File: src/rtl/pwm_bank.sv
module pwm_bank #(
  parameter int NCH = 8,
  parameter int AW  = 12
) (
  input  logic           clk,
  input  logic           rst_n,
  input  logic           osc_tick,
  input  logic           bus_tick,
  input  logic [AW-1:0]  reg_addr,
  input  logic [31:0]    reg_wdata,
  input  logic           reg_we,
  output logic [31:0]    reg_rdata,
  output logic [NCH-1:0] pwm_o,
  output logic [NCH-1:0] pwm_oe
);
  localparam int NPAIR     = (NCH + 1) / 2;
  localparam int CFG_BASE  = 'h20;
  localparam int GATE_ADDR = 'h40;
  localparam int EN_ADDR   = 'h80;
  localparam int CH_BASE   = 'h100;
  localparam int CH_STRIDE = 'h20;
  localparam int BYP_LSB   = 16;

  logic [NPAIR-1:0][5:0]  cfg_q;
  logic [NCH-1:0]         gate_q, byp_q, en_q;
  logic [NCH-1:0][8:0]    ctl_q;
  logic [NCH-1:0][31:0]   per_q;
  logic [NCH-1:0][7:0]    pre_q;
  logic [NCH-1:0][15:0]   cnt_q;
  logic [NPAIR-1:0][7:0]  div_cnt;
  logic [NPAIR-1:0]       pair_tick;
  logic [NCH-1:0]         ctl_we, per_we, pol_w;

  wire gate_we = reg_we && (reg_addr == AW'(GATE_ADDR));
  wire en_we   = reg_we && (reg_addr == AW'(EN_ADDR));

  always_ff @(posedge clk) begin
    if (!rst_n) begin
      gate_q <= '0;
      byp_q  <= '0;
      en_q   <= '0;
    end else begin
      if (gate_we) begin
        gate_q <= reg_wdata[NCH-1:0];
        byp_q  <= reg_wdata[BYP_LSB +: NCH];
      end
      if (en_we) en_q <= reg_wdata[NCH-1:0];
    end
  end

  for (genvar p = 0; p < NPAIR; p++) begin : g_pair
    logic       sel;
    logic [3:0] m;
    logic [8:0] span;
    logic [7:0] mask;
    wire cfg_we = reg_we && (reg_addr == AW'(CFG_BASE + 4*p));

    assign sel  = (cfg_q[p][5:4] != 2'b00) ? bus_tick : osc_tick;
    assign m    = (cfg_q[p][3:0] > 4'd8) ? 4'd8 : cfg_q[p][3:0];
    assign span = (9'd1 << m) - 9'd1;
    assign mask = span[7:0];
    assign pair_tick[p] = sel && ((div_cnt[p] & mask) == mask);

    always_ff @(posedge clk) begin
      if (!rst_n) begin
        cfg_q[p]   <= '0;
        div_cnt[p] <= '0;
      end else begin
        if (cfg_we) cfg_q[p] <= {reg_wdata[8:7], reg_wdata[3:0]};
        if (sel) div_cnt[p] <= div_cnt[p] + 8'd1;
      end
    end
  end

  for (genvar c = 0; c < NCH; c++) begin : g_ch
    wire [15:0] entire = per_q[c][31:16];
    wire [15:0] act    = per_q[c][15:0];
    wire run     = en_q[c] && gate_q[c] && pair_tick[c/2];
    wire pre_hit = (pre_q[c] == ctl_q[c][7:0]);

    assign ctl_we[c] = reg_we && (reg_addr == AW'(CH_BASE + CH_STRIDE*c));
    assign per_we[c] = reg_we && (reg_addr == AW'(CH_BASE + CH_STRIDE*c + 4));
    assign pol_w[c]  = ctl_q[c][8];

    always_ff @(posedge clk) begin
      if (!rst_n) begin
        ctl_q[c] <= '0;
        per_q[c] <= '0;
      end else begin
        if (ctl_we[c]) ctl_q[c] <= reg_wdata[8:0];
        if (per_we[c]) per_q[c] <= reg_wdata;
      end
    end

    always_ff @(posedge clk) begin
      if (!rst_n || !en_q[c] || ctl_we[c] || per_we[c]) begin
        pre_q[c] <= '0;
        cnt_q[c] <= '0;
      end else if (run) begin
        if (pre_hit) begin
          pre_q[c] <= '0;
          cnt_q[c] <= (cnt_q[c] >= entire) ? 16'd0 : cnt_q[c] + 16'd1;
        end else begin
          pre_q[c] <= pre_q[c] + 8'd1;
        end
      end
    end

    assign pwm_o[c]  = (cnt_q[c] < act) ? pol_w[c] : ~pol_w[c];
    assign pwm_oe[c] = en_q[c];
  end

  always_comb begin
    reg_rdata = '0;
    if (reg_addr == AW'(GATE_ADDR)) begin
      reg_rdata[NCH-1:0]         = gate_q;
      reg_rdata[BYP_LSB +: NCH]  = byp_q;
    end
    if (reg_addr == AW'(EN_ADDR)) reg_rdata[NCH-1:0] = en_q;
    for (int p = 0; p < NPAIR; p++)
      if (reg_addr == AW'(CFG_BASE + 4*p))
        reg_rdata = {23'd0, cfg_q[p][5:4], 3'd0, cfg_q[p][3:0]};
    for (int c = 0; c < NCH; c++) begin
      if (reg_addr == AW'(CH_BASE + CH_STRIDE*c))     reg_rdata = {23'd0, ctl_q[c]};
      if (reg_addr == AW'(CH_BASE + CH_STRIDE*c + 4)) reg_rdata = per_q[c];
    end
  end
endmodule

File: config.mk
export PLATFORM = sky130hd
export DESIGN_NAME = pwm_bank
export DESIGN_NICKNAME = d
export VERILOG_FILES = /design/src/rtl/pwm_bank.sv
export SDC_FILE = /design/constraint.sdc
export NUM_CORES = 2
export LEC_CHECK = 0
export ABC_AREA = 1
export BUFFER_PORTS_ARGS = -buffer_cell sky130_fd_sc_hd__buf_4
export CAP_MARGIN = 20
export CORE_MARGIN = 2
export CORE_UTILIZATION = 55
export CTS_BUF_LIST = sky130_fd_sc_hd__clkbuf_4
export DETAILED_ROUTE_END_ITERATION = 12
export PLACE_DENSITY = 0.72
export SETUP_SLACK_MARGIN = 0.4
export SLEW_MARGIN = 5
export SYNTH_ARGS = -nofsm -noshare
export SYNTH_HDL_FRONTEND = slang
export SYNTH_SLANG_ARGS = --single-unit
File: constraint.sdc
create_clock -name clk -period 3.2 [get_ports clk]
set_input_delay 0.32 -clock clk [delete_from_list [all_inputs] [get_ports clk]]
set_output_delay 0.32 -clock clk [all_outputs]
set_load 0.05 [all_outputs]
==> flow_summary.json <==
{
  "viasPerCell": 5.78,
  "cts-htree-levels": 4,
  "clock_sinks": 600,
  "cts_max_path_buffers": 3,
  "critPathRequiredTime_ns": 2.88,
  "synth.avg_cell_area_um2": 7.37,
  "routed_wirelength_um": 114000,
  "drive_above_1_share_pct": 23.2,
  "synth_seq_cells": 600,
  "first_pass_iters": 6,
  "gr-usage-all-layers_pct": 34.9,
  "setup.worst_path.end_class": "primary output",
  "synthCells": 4568,
  "hold_class": "primary input to flip-flop",
  "coreArea_mm2": 0.0605,
  "ys_warn_count": 0,
  "tightest_slew_ns": 1.12,
  "min_from": "reg_addr[7]",
  "finClkSkew_ns": 0.0442,
  "met1_usage_pct": 47.4,
  "route.detailed.drc": 0,
  "grt_pass1_wl_um": 172000,
  "cp_slowest_cell": "dfxtp_2",
  "critical_path_class": "flip-flop to primary output",
  "finalSetupViolations": 11,
  "dieArea_mm2": 0.0632,
  "synth_edf_count": 0,
  "grt_pass1_vias": 30566,
  "clk_latency_ns": 1.05,
  "nFillCells": 5122,
  "wl_per_cell_um": 19.5,
  "rows": 90,
  "root_buffer": "clkbuf_4",
  "antenna_found_initial": 2,
  "met3_usage_pct": 6.76,
  "clkTransAtPathRegs_ns": 0.07,
  "top_usage_layer": "met2",
  "io_pins": 97,
  "slew_viol_final": 0,
  "failed_checks": "negative setup slack",
  "power_mw": 14.8,
  "p_leak_nw": 16.0,
  "final_cell_mix": "a21oi_1 (589), nand2_1 (547), inv_1 (544)",
  "r2r-end": "cnt_q[120]$_SDFFE_PP0P_",
  "start_util_pct": 55.7,
  "ys_seq_area_share_pct": 35.7,
  "async_flop_share_pct": 0,
  "power.density_mw_per_mm2": 360,
  "start_kind": "flip-flop",
  "r2r_slack_ns": 0.42,
  "max_stage_delay_ns": 0.33,
  "r2r_cells": 18,
  "syn_area_mm2": 0.0337,
  "critPathBufInv": 3,
  "syn_nets": 4889,
  "die_h_um": 251,
  "worst_slack_ns": -0.400,
  "tritoncts": "done",
  "syn2layout_area_growth_pct": 22.3,
  "cts_buffers": 162,
  "grt_max_degree": 213,
  "die-width_um": 251,
  "hold_end": "g_ch[2].act[5]$_SDFFE_PN0P_",
  "gp_congestion": 0.985,
  "fin_util_pct": 68.1,
  "drv_cap": 0,
  "synth-main-ff-cell": "dfxtp_1",
  "drtIter0Drc": 3302,
  "r2r_start": "cfg_q[18]$_SDFFE_PN0P_",
  "worstPathArrival_ns": 3.28,
  "rsz0062_at_grt": "true",
  "vias": 33672,
  "holdWs_ns": 0.120,
  "hold_viol": 0,
  "met2_usage_pct": 52.9,
  "io_buffers": 96,
  "peakVddDrop_mv": 0.328,
  "overflow": 0,
  "crit_path_cell_trace": "inv_2, ha_4, a21boi_2, o211ai_1, nand2_1, nand4_1, o211ai_1, a21oi_2, nor2_2, nor3_2, o21ai_1, buf_4, xor2_4, buf_6",
  "cp_max_fo": 2,
  "crit_family": "compound AO/OA/AOI/OAI gates",
  "hold_path_depth": 7,
  "outcome": "finished with violations",
  "hpwlAfterDp_um": 82600,
  "nNetsFinal": 5248,
  "synth_cell_type_count": 69,
  "period_minus_slack_ns": 3.60,
  "final_common_cell": "a21oi_1",
  "ant_nets": 0,
  "cpMostUsedCell": "o211ai_1",
  "min_period_over_period_pct": 113,
  "maxSlewHeadroom_pct": 25.0,
  "fmax_mhz": 278
}
[worst register-to-register path, cell delays in order, from the launching register on]
cell and delay, ns:
dfxtp_4 0.35, inv_4 0.06, buf_6 0.10, nand2_4 0.04, inv_4 0.05, nand3_4 0.07
ha_4 0.29, nor2_4 0.03, a21oi_2 0.14, o2111ai_2 0.14, nor3_4 0.21, buf_4 0.14
nand4_4 0.14, nor2_8 0.22, inv_6 0.08, nor3_4 0.29, nand2_1 0.11, xor2_1 0.15
nor2_1 0.12
[where the power goes]
group          internal [mW]  switching, mW
Clock                   3.54           3.33
Combinational          0.144          0.357
Sequential              7.46         0.0133
Total                   11.1           3.70
[worst max-delay path by stage]
stage,from,end,slack (ns),cells past startpoint
detailed placement,reg_addr[7],reg_rdata[8],0.02,18
CTS,g_ch[6].act[1]$_SDFFE_PN0P_,pwm_o[6],-0.52,14
floorplan,reg_addr[11],reg_rdata[10],0.43,9
finish,g_ch[6].act[1]$_SDFFE_PN0P_,pwm_o[6],-0.40,14
global placement,reg_addr[7],reg_rdata[8],0.03,18
global route,g_ch[6].act[1]$_SDFFE_PN0P_,pwm_o[6],-0.52,14
[cells by family after synthesis]
kind of cell	Yosys count	share of synthesized area, %
adder cells (fa/ha/maj)	272	10.1
buffers and inverters	818	9.34
flip-flops	600	35.7
XOR/XNOR	97	2.52
AND/OR/NAND/NOR	1434	20.6
AO/OA/AOI/OAI	1347	21.8
[synth_stat cells, types with 6 or more instances]
library cell / number / area share, %
a21oi_1: 641 / 9.5
inv_1: 624 / 7.0
dfxtp_1: 600 / 36
nand2_1: 573 / 6.4
o21ai_0: 489 / 7.3
nor2_1: 348 / 3.9
ha_1: 272 / 10
clkbuf_1: 132 / 1.5
nor3_1: 131 / 1.9
nand3_1: 112 / 1.7
nand4_1: 90 / 1.7
xor2_1: 69 / 1.8
inv_2: 33 / 0.37
a221oi_1: 30 / 0.78
a211oi_1: 29 / 0.65
xnor2_1: 28 / 0.73
nor2_4: 27 / 0.90
nor3b_1: 27 / 0.60
o221ai_1: 26 / 0.68
o22ai_1: 25 / 0.46
nor2_2: 23 / 0.43
nor4_1: 22 / 0.41
o211ai_1: 22 / 0.49
buf_2: 14 / 0.21
nand2_2: 14 / 0.26
a31oi_1: 12 / 0.22
o21a_1: 12 / 0.27
a21boi_0: 11 / 0.25
o21ai_1: 10 / 0.15
nor3_4: 9 / 0.43
o2111ai_1: 9 / 0.23
and3_1: 8 / 0.15
nor3_2: 6 / 0.18
nor3b_2: 6 / 0.22
[state kept, by name, indices dropped and copies added (netlist names)]
signal and cells:
cnt_q 128, g_ch.act 128, g_ch.entire 128, ctl_q 72, pre_q 64, div_cnt 32
cfg_q 24, byp_q 8, gate_q 8, pwm_oe 8
[metrics by stage]
step / area (um^2) / setup slack, ns / instances / TNS, ns
after floorplan: 33700 / 0.433 / 4568 / 0
after global placement: 35500 / 0.0332 / 5379 / 0
after detailed placement: 35500 / 0.0199 / 5379 / 0
after CTS: 39700 / -0.520 / 5746 / -3.85
after global routing: 41200 / -0.518 / 5819 / -4.43
final: 41200 / -0.400 / 5821 / -3.19
[repair_timing]
item                                   in CTS  in global routing
buffers inserted                           53                 69
endpoints found under the hold margin     310                  0
gates cloned                                0                  2
resized for setup                         450                232
setup endpoints to repair                  78                172
pin swaps                                  94                139
hold buffers                               42                  0
[area by class of cell]
| class | instances | area [um^2] | area share [%] |
|---|---|---|---|
| multi-input cells | 3151 | 20300 | 49.3 |
| flip-flops and latches | 600 | 12200 | 29.6 |
| repair buffers | 352 | 3140 | 7.63 |
| inverters | 660 | 2600 | 6.31 |
| clock buffers | 238 | 1790 | 4.34 |
| well taps | 782 | 978 | 2.38 |
| clock inverters | 34 | 196 | 0.477 |
| diodes | 4 | 10.0 | 0.0243 |
[layer usage]
metal	routed length (um)	vias to the layer above	part of all wire, %
met3	10100	302	8.9
met2	49500	1475	44
met1	49000	15503	43
li1	-	16392	-
met4	5130	0	4.5
met5	0	-	0
Power figures use the tool's default switching activity.
